### src/rtl/dp_mailbox_irq.sv
module dp_mailbox_irq #(
  parameter int AW = 16
) (
  input  logic          clk,
  input  logic          rst_n,
  input  logic          l_en,
  input  logic          l_wr,
  input  logic          l_rd,
  input  logic [AW-1:0] l_addr,
  input  logic          l_busy,
  input  logic          r_en,
  input  logic          r_wr,
  input  logic          r_rd,
  input  logic [AW-1:0] r_addr,
  input  logic          r_busy,
  output logic          l_irq_n,
  output logic          r_irq_n
);
  localparam logic [AW-1:0] R_SLOT = {AW{1'b1}};
  localparam logic [AW-1:0] L_SLOT = {{(AW-1){1'b1}}, 1'b0};

  logic l_write, l_read, r_write, r_read;
  logic set_r, clr_r, set_l, clr_l;
  logic flag_l, flag_r;

  assign l_write = l_en & l_wr & ~l_busy;
  assign l_read  = l_en & l_rd & ~l_wr & ~l_busy;
  assign r_write = r_en & r_wr & ~r_busy;
  assign r_read  = r_en & r_rd & ~r_wr & ~r_busy;

  assign set_r = l_write & (l_addr == R_SLOT);
  assign clr_r = r_read  & (r_addr == R_SLOT);
  assign set_l = r_write & (r_addr == L_SLOT);
  assign clr_l = l_read  & (l_addr == L_SLOT);

  always_ff @(posedge clk) begin
    if (!rst_n) begin
      flag_l <= 1'b0;
      flag_r <= 1'b0;
    end else begin
      flag_l <= set_l | (flag_l & ~clr_l);
      flag_r <= set_r | (flag_r & ~clr_r);
    end
  end

  assign l_irq_n = ~flag_l;
  assign r_irq_n = ~flag_r;
endmodule

### config.mk
export PLATFORM = sky130hd
export DESIGN_NAME = dp_mailbox_irq
export DESIGN_NICKNAME = d
export VERILOG_FILES = /design/src/rtl/dp_mailbox_irq.sv
export SDC_FILE = /design/constraint.sdc
export NUM_CORES = 1
export LEC_CHECK = 0
export CORE_AREA = 4 4 41 43
export DETAILED_ROUTE_END_ITERATION = 10
export DIE_AREA = 0 0 45 47
export DONT_BUFFER_PORTS = 1
export PLACE_DENSITY = 0.37
export SYNTH_ARGS = -nofsm -noshare
export SYNTH_HDL_FRONTEND = slang
export SYNTH_SLANG_ARGS = --single-unit
### constraint.sdc
create_clock -name clk -period 2.3 [get_ports clk]
set_input_delay 0.69 -clock clk [delete_from_list [all_inputs] [get_ports clk]]
set_output_delay 0.69 -clock clk [all_outputs]
set_load 0.01 [all_outputs]
==> results by group, run 1 <==
Drt
  – Post-route ant nets: 0
  – Final wirelength: 789 µm
  – Via count: 245
  – DRT iter0 DRCs: 1
  – DR vias/cell: 5.44
  – DR pass1 iterations: 2
  – WL/cell: 17.5 µm
  – DRC Markers: 0

Global routing
  – Largest net degree at the start of global routing: 5
  – Initial antenna violation count: 0
  – First-pass GRT wire length: 986 µm
  – GRT Residual Overflow: 0
  – Gr usage total: 7.09%
  – Vias in the first global route: 249

Timing
  – Final Hold Viols: 0
  – Pins Over Slew Limit: 0
  – Worst-margin pin slew: 291 ps
  – Max Freq: 761 MHz
  – Hold Slack: 483 ps
  – Unrepaired setup endpoints after global routing: no
  – Crit path time final: 1310 ps
  – Setup violations, final: 0
  – Clock Skew: 0 ps
  – Setup TNS: 0 ps
  – Fin crit share: 57.1%
  – Rel. slew slack: 80.5%

Die
  – I/O pins: 44
  – Die area: 2120 µm²
  – Core area: 1300 µm²
  – Num rows: 13
  – Die span in x: 45 µm
  – Initial Util: 15.3%
  – Die height: 47 µm

Yosys
  – Syn avg cell area: 7.37 µm²
  – Synth Warn #: 0
  – Cells after synthesis: 27
  – Yosys cell types: 17
  – Post-synthesis cell area: 199 µm²
  – Synth Net Count: 69
  – Sequential element share of the synthesized area: 20.1%
  – Synth Register Bits: 2

Worst setup path
  – FF-to-FF Start: flag_r$_SDFF_PN0_
  – Cell family with most CP delay: flip-flops
  – Worst Path Buf+Inv: 1
  – Critical path's slowest cell: dfxtp_1
  – Worst r2r path cells: 3
  – Worst EP arrival: 620 ps
  – Critical Path End Type: primary output
  – End of the worst register-to-register path: flag_r$_SDFF_PN0_
  – Critical-path cell list: inv_1
  – Slowest Stage Delay on Critical Path: 300 ps
  – Crit. path cell count: 1
  – Worst setup path class: flip-flop to primary output
  – CP Max Fanout: 2
  – Required time worst endpoint: 1610 ps
  – CP startpoint kind: flip-flop
  – R2R Setup Slk: 1610 ps

Layout
  – Layout cells sized above 1: 13.3%
  – Layout overhead on the synthesized area: 20.8%
  – Nets@finish: 74
  – Most common cell after layout, fill and taps aside: nand4_1
  – Most frequent cells in the layout: nand4_1, clkbuf_4
  – # diodes: 0

Worst hold path
  – Worst Hold Class: flip-flop to flip-flop
  – Hold_sp: flag_l$_SDFF_PN0_
  – Min-Delay Path Depth: 2
  – Hold Crit Endpoint: flag_l$_SDFF_PN0_

Clock network
  – Clock sink total: 2
  – Worst skew pair latency: 230 ps
  – Setup Buffers After CTS: 0
  – CTS root buffer: clkbuf_4
  – TritonCTS Buffers: 3
  – Post-CTS sizing: 0
  – CTS max path bufs: 2
  – Reg clk slew, reported paths: 30 ps
  – Hold buffers post-CTS: 0
  – CTS tree: yes
  – Max H-tree Level: 1

Pwr
  – Maximum VDD drop: 81.5 µV
  – Pwr dens: 502 nW/µm²
  – P_leak: 0.0728 nW
  – Power after layout: 0.121 mW

Run status
  – Status: complete, no violations

Flow run
  – Max cap viols: 0

Place
  – PortBufs: 0
  – GP Congestion: 0.611
[per-stage QoR]
step	instances	worst slack, ps	utilization (%)	instance area, µm²
finish	45	987	18.5	240
global route	45	946	18.5	240
CTS	45	976	18.5	240
detailed placement	42	808	16.7	218
global placement	42	828	16.7	218
floorplan	27	860	-	199
[routing by layer]
layer | routed length [µm] | global-route usage, % | vias up
li1 | - | - | 116
met1 | 180 | 3.61 | 110
met2 | 509 | 14.4 | 17
met3 | 88 | 5.36 | 2
met4 | 11 | 5.26 | 0
met5 | 0 | 0 | -
[cell usage after synthesis]
cell type | n | area [µm²]
nand3_1 | 2 | 10.0
inv_1 | 2 | 7.51
o22ai_1 | 1 | 6.26
dfxtp_1 | 2 | 40.0
nor2_1 | 1 | 3.75
a21oi_1 | 1 | 5.00
nand4_1 | 6 | 37.5
and3b_1 | 1 | 8.76
and4b_1 | 1 | 10.0
and3_1 | 1 | 6.26
and4_1 | 2 | 17.5
nor3b_1 | 1 | 7.51
nand3b_1 | 1 | 7.51
a31o_1 | 1 | 8.76
nor3_2 | 1 | 10.0
nand2_1 | 2 | 7.51
nor3_1 | 1 | 5.00
[how the worst max path moves through the flow]
| stage | start | endpoint |
|---|---|---|
| 5_1_grt | flag_r$_SDFF_PN0_ | r_irq_n |
| 3_5_place_dp | l_addr[14] | flag_l$_SDFF_PN0_ |
| 4_1_cts | flag_l$_SDFF_PN0_ | l_irq_n |
| 3_3_place_gp | r_busy | flag_r$_SDFF_PN0_ |
| 2_1_floorplan | r_busy | flag_r$_SDFF_PN0_ |
| 6_report | flag_r$_SDFF_PN0_ | r_irq_n |
[sequential cells by signal, summed over array words and instances (netlist names)]
register and cells:
flag_r 1, flag_l 1
[power breakdown]
group / internal, mW / switching (mW)
Clock: 0.0577 / 0.0220
Combinational: 0.00395 / 0.00197
Sequential: 0.0350 / 0.0000000638
Total: 0.0966 / 0.0239
[logic make-up (layout without fill, tap and decap cells)]
logic type | Yosys count | in the layout | synth area share, %
AO/OA/AOI/OAI | 3 | 3 | 10.1
buffers and inverters | 2 | 5 | 3.77
flip-flops | 2 | 2 | 20.1
AND/OR/NAND/NOR | 20 | 20 | 66.0
[final cells by class]
cell class                      instances  area, µm²
Tap cell                               15       18.8
Multi-Input combinational cell         23        151
Fill cell                             158       1060
Clock buffer                            3       22.5
Inverter                                2       7.51
Sequential cell                         2       40.0
Note: power is estimated with default switching activity, not from simulation.
==> run 2: changes to the inputs <==
--- a/config.mk
+++ b/config.mk
@@ -9,7 +9,7 @@
 export DETAILED_ROUTE_END_ITERATION = 10
 export DIE_AREA = 0 0 45 47
 export DONT_BUFFER_PORTS = 1
-export PLACE_DENSITY = 0.37
+export PLACE_DENSITY = 0.38
 export SYNTH_ARGS = -nofsm -noshare
 export SYNTH_HDL_FRONTEND = slang
 export SYNTH_SLANG_ARGS = --single-unit
==> constraint.sdc (replaced) <==
create_clock -name clk -period 1.1 [get_ports clk]
set_input_delay 0.33 -clock clk [delete_from_list [all_inputs] [get_ports clk]]
set_output_delay 0.33 -clock clk [all_outputs]
set_load 0.01 [all_outputs]
==> run 2 against run 1 <==
Net effect:
- via count did not move
- sequential power rose by 110%
- final area rose by 6.3%
- wire length fell by 1.4%
- combinational power rose by 120%
- global-route usage rose by 0.56 points
- largest cell class unchanged
- largest power group unchanged
==> results by group, run 2 (synthesis gave the netlist of run 1 again) <==
Layout
  – Most common cell after layout, fill and taps aside: nand4_1
  – # diodes: 0 (unchanged)
  – Register Area: 40.0 µm² (unchanged)
  – Most frequent cells in the layout: nand4_1, clkbuf_4
  – Finished Layout Cells: 47 (+4.4%)
  – Biggest regs: flag_l: 1 flops, flag_r: 1 flops
  – Layout fillers: 157 (-0.63%)
  – Layout overhead on the synthesized area: 28.3%
  – Final core occ: 19.6% (+1.2 points)
  – Layout cells sized above 1: 18.8% (+5.4 points)
  – Post-route cell area: 255 µm² (+6.3%)
  – Nets@finish: 76 (+2.7%)
  – Multi-input gate area: 151 µm² (unchanged)

Flow run
  – Max cap viols: 0 (unchanged)

Timing
  – Setup violations, final: 0 (unchanged)
  – Crit path time final: 956 ps
  – Worst-margin pin slew: 281 ps (-9.37 ps)
  – Max Freq: 1050 MHz
  – Final Hold Viols: 0 (unchanged)
  – Unrepaired setup endpoints after global routing: no
  – Final Worst Setup Slack: 144 ps (-843 ps)
  – Clock Skew: 0 ps (unchanged)
  – Setup TNS: 0 ps (unchanged)
  – Hold Slack: 269 ps (-214 ps)
  – Pins Over Slew Limit: 0 (unchanged)
  – Fin crit share: 86.9%
  – Rel. slew slack: 81.2% (+0.73 points)

Clock network
  – CTS max path bufs: 2 (unchanged)
  – Max H-tree Level: 1 (unchanged)
  – Worst skew pair latency: 220 ps (about the same)
  – Hold buffers post-CTS: 0 (unchanged)
  – CTS tree: yes
  – Post-CTS sizing: 0 (unchanged)
  – Setup Buffers After CTS: 0 (unchanged)
  – CTS root buffer: clkbuf_4
  – TritonCTS Buffers: 3 (unchanged)
  – Clock sink total: 2 (unchanged)
  – Reg clk slew, reported paths: 30 ps (about the same)

Pwr
  – P_leak: 0.0837 nW (+15%)
  – Maximum VDD drop: 180 µV (+120%)
  – Pwr dens: 989 nW/µm² (+97%)
  – Power after layout: 0.252 mW (+110%)

Die
  – Die span in x: 45 µm (unchanged)
  – I/O pins: 44 (unchanged)
  – Initial Util: 15.3% (unchanged)
  – Die area: 2120 µm² (unchanged)
  – Num rows: 13 (unchanged)
  – Core area: 1300 µm² (unchanged)
  – Die height: 47 µm (unchanged)

Worst setup path
  – Worst r2r path cells: 3 (unchanged)
  – Critical Path End Type: primary output
  – Critical path's slowest cell: dfxtp_1
  – Required time worst endpoint: 770 ps (-840 ps)
  – End of the worst register-to-register path: flag_r$_SDFF_PN0_
  – Critical-path cell list: inv_1
  – Worst EP arrival: 630 ps (about the same)
  – Worst setup startpoint: flag_r$_SDFF_PN0_
  – R2R Setup Slk: 400 ps (-1210 ps)
  – Worst Path Buf+Inv: 1 (unchanged)
  – Worst setup path class: flip-flop to primary output
  – CP startpoint kind: flip-flop
  – Cell family with most CP delay: flip-flops
  – CP Max Fanout: 2 (unchanged)
  – Slowest Stage Delay on Critical Path: 300 ps (about the same)
  – FF-to-FF Start: flag_r$_SDFF_PN0_

Drt
  – Post-route ant nets: 0 (unchanged)
  – Final wirelength: 778 µm (-1.4%)
  – DR pass1 iterations: 2 (unchanged)
  – Via count: 245 (unchanged)
  – WL/cell: 16.6 µm (-5.6%)
  – DR vias/cell: 5.21 (-4.3%)
  – DRC Markers: 0 (unchanged)
  – DRT iter0 DRCs: 2 (+1)

Place
  – Pre-CTS worst setup slack: -55.2 ps (-863 ps)
  – GP Congestion: 0.670 (+9.6%)
  – PortBufs: 0 (unchanged)
  – DP Area: 233 µm² (+6.9%)
  – DP Cell Count: 44 (+4.8%)
  – HPWL after DPL: 728 µm

Global routing
  – Grt met1 use: 5.66% (+2.0 points)
  – First-pass GRT wire length: 1100 µm (+12%)
  – Initial antenna violation count: 0 (unchanged)
  – Largest net degree at the start of global routing: 5 (unchanged)
  – GRT Residual Overflow: 0 (unchanged)
  – Gr usage total: 7.65% (+0.56 points)
  – Met2 usage: 13.3% (-1.1 points)
  – Met3 GRT Util: 4.98% (-0.38 points)
  – Vias in the first global route: 285 (+14%)
  – GR peak layer: met2

Run status
  – Status: complete, no violations

Worst hold path
  – Hold_sp: r_addr[4]
  – Hold Crit Endpoint: flag_l$_SDFF_PN0_
  – Min-Delay Path Depth: 2 (unchanged)
  – Worst Hold Class: input pin to flip-flop
[run 2: changes by cell type in the layout (fill, tap and decap cells not counted), sizes merged]
cell	delta
buf	+2
[run 2: area by class of cell]
cell class,instances,area share (%)
repair buffers,2,5.88
flip-flops and latches,2,15.7
clock buffers,3,8.82
well taps,15,7.35
inverters,2,2.94
multi-input cells,23,59.3
[run 2: worst max-delay path by stage]
stage                     slack [ps]                 to  cells after the start
after CTS                        130            r_irq_n                      1
after detailed placement         -60  flag_l$_SDFF_PN0_                      4
after global routing              90            r_irq_n                      1
final                            140            r_irq_n                      1
after floorplan                   20  flag_r$_SDFF_PN0_                      4
after global placement            -9  flag_r$_SDFF_PN0_                      4
[run 2: layer usage]
metal	up-vias	part of all wire, %
li1	121	-
met5	-	0
met1	106	25
met4	0	0
met2	18	60
met3	0	15
[run 2: where the power goes]
group / leakage [nW] / internal, mW / total (mW) / switching, mW
registers: 0.0161 / 0.0731 / 0.0731 / 0.000000145
clock network: 0.0138 / 0.121 / 0.166 / 0.0455
logic: 0.0538 / 0.00868 / 0.0131 / 0.00438
==> run 3: changes to the inputs <==
--- a/config.mk
+++ b/config.mk
@@ -5,11 +5,11 @@
 export SDC_FILE = /design/constraint.sdc
 export NUM_CORES = 1
 export LEC_CHECK = 0
+export BUFFER_PORTS_ARGS = -buffer_cell sky130_fd_sc_hd__buf_2
 export CORE_AREA = 4 4 41 43
 export DETAILED_ROUTE_END_ITERATION = 10
 export DIE_AREA = 0 0 45 47
-export DONT_BUFFER_PORTS = 1
-export PLACE_DENSITY = 0.38
+export PLACE_DENSITY = 0.68
 export SYNTH_ARGS = -nofsm -noshare
 export SYNTH_HDL_FRONTEND = slang
 export SYNTH_SLANG_ARGS = --single-unit
==> run 3 against run 2 <==
Net effect:
- final area rose by 87%
- sequential power barely moved
- critical path depth rose by 1
- die area did not move
- first-iteration DRC count fell by 50%
- critical path type unchanged
- critical endpoint is now l_irq_n
- largest cell class is now buffers
==> results by group, run 3 (synthesis gave the netlist of run 1 again) <==
Clock network
  – Max H-tree Level: 1 (unchanged)
  – Worst skew pair latency: 220 ps (about the same)
  – Post-CTS sizing: 0 (unchanged)
  – CTS root buffer: clkbuf_4
  – Setup Buffers After CTS: 0 (unchanged)
  – Reg clk slew, reported paths: 30 ps (about the same)
  – Clock sink total: 2 (unchanged)
  – CTS tree: yes
  – TritonCTS Buffers: 3 (unchanged)
  – CTS max path bufs: 2 (unchanged)
  – Hold buffers post-CTS: 0 (unchanged)

Place
  – DP Cell Count: 88 (+100%)
  – PortBufs: 43 (+43)
  – HPWL after DPL: 869 µm (+19%)
  – GP Congestion: 0.641 (-4.3%)
  – DP Area: 455 µm² (+96%)

Drt
  – Via count: 399 (+63%)
  – WL/cell: 9.93 µm (-40%)
  – DR pass1 iterations: 2 (unchanged)
  – Final wirelength: 904 µm (+16%)
  – DR vias/cell: 4.38 (-16%)
  – DRC Markers: 0 (unchanged)
  – DRT iter0 DRCs: 1 (-1)
  – Post-route ant nets: 0 (unchanged)

Timing
  – Max Freq: 969 MHz (-7.3%)
  – Pins Over Slew Limit: 0 (unchanged)
  – Crit path time final: 1030 ps (+75.5 ps)
  – Final Hold Viols: 0 (unchanged)
  – Setup violations, final: 0 (unchanged)
  – Clock Skew: 0 ps (unchanged)
  – Unrepaired setup endpoints after global routing: no
  – Fin crit share: 93.8% (+6.9 points)
  – Worst-margin pin slew: 254 ps (-27.1 ps)
  – Rel. slew slack: 83.0% (+1.8 points)

Die
  – Die area: 2120 µm² (unchanged)
  – Die height: 47 µm (unchanged)
  – Die span in x: 45 µm (unchanged)
  – I/O pins: 44 (unchanged)
  – Initial Util: 15.3% (unchanged)
  – Core area: 1300 µm² (unchanged)
  – Num rows: 13 (unchanged)

Layout
  – Register Area: 40.0 µm² (unchanged)
  – Layout cells sized above 1: 65.8% (+47 points)
  – Layout fillers: 150 (-4.5%)
  – # diodes: 0 (unchanged)
  – Finished Layout Cells: 91 (+94%)
  – Biggest regs: flag_l: 1 flops, flag_r: 1 flops
  – Most common cell after layout, fill and taps aside: buf_2
  – Most frequent cells in the layout: buf_2, nand4_1, clkbuf_4, buf_4
  – Multi-input gate area: 151 µm² (unchanged)
  – Nets@finish: 120 (+58%)
  – Post-route cell area: 478 µm² (+87%)
  – Layout overhead on the synthesized area: 140%

Worst setup path
  – CP Max Fanout: 2 (unchanged)
  – Worst EP arrival: 700 ps (+70 ps)
  – R2R Setup Slk: 420 ps (+20 ps)
  – Critical Path End Type: primary output
  – CP startpoint kind: flip-flop
  – Worst setup path class: flip-flop to primary output
  – Required time worst endpoint: 770 ps (about the same)

Pwr
  – Maximum VDD drop: 173 µV (-4.2%)
  – Pwr dens: 670 nW/µm² (-32%)
  – P_leak: 0.254 nW (+200%)
  – Power after layout: 0.320 mW (+27%)

Global routing
  – First-pass GRT wire length: 1410 µm (+27%)
  – Gr usage total: 9.15% (+1.5 points)
  – Initial antenna violation count: 0 (unchanged)
  – Largest net degree at the start of global routing: 5 (unchanged)
  – GRT Residual Overflow: 0 (unchanged)
  – Vias in the first global route: 404 (+42%)

Flow run
  – Max cap viols: 0 (unchanged)

Run status
  – Status: complete, no violations

Worst hold path
  – Worst Hold Class: input pin to flip-flop
-- run 3: cell types whose count changed in the layout (fill, tap and decap cells not counted), sizes merged --
| cell | delta |
|---|---|
| buf | +44 |
-- run 3: metal layers --
layer  share of wire (%)  track usage, %  vias up
li1                    -               -      208
met1                  29            8.14      172
met4                 1.3            7.02        0
met5                   0               0        -
met3                 8.3            1.53        2
met2                  62            18.1       17
-- run 3: final cells by class --
type / instances / share of cell area (%)
Sequential cell: 2 / 8.38
Tap cell: 15 / 3.93
Multi-Input combinational cell: 23 / 31.7
Inverter: 2 / 1.57
Timing Repair Buffer: 46 / 49.7
Clock buffer: 3 / 4.71
-- run 3: worst max-delay path: stages, from the launching register on --
cell     delay, ps
dfxtp_1        320
inv_1           40
buf_2          130
-- run 3: path summary, 6_finish.rpt --
| path | from | end | cells after the start |
|---|---|---|---|
| min reg2reg | flag_l$_SDFF_PN0_ | flag_l$_SDFF_PN0_ | 2 |
| min | r_addr[4] | flag_l$_SDFF_PN0_ | 3 |
| max reg2reg | flag_r$_SDFF_PN0_ | flag_r$_SDFF_PN0_ | 3 |
| max | flag_l$_SDFF_PN0_ | l_irq_n | 2 |
-- run 3: power breakdown --
group / internal, mW / switching (mW) / leakage [nW] / total [mW]
clock: 0.120 / 0.0407 / 0.0138 / 0.161
combinational: 0.0605 / 0.0256 / 0.224 / 0.0861
sequential: 0.0731 / 0.000000140 / 0.0161 / 0.0731
total: 0.254 / 0.0663 / 0.254 / 0.320
-- run 3: metrics by stage --
step	util, %	TNS [ps]	hold slack, ps	setup WS (ps)
finish	36.7	0	392	68.1
global route	36.7	0	409	17.6
CTS	36.7	0	390	56.7
detailed placement	35.0	-209	474	-118
global placement	35.0	-178	470	-104
floorplan	-	0	455	20.4
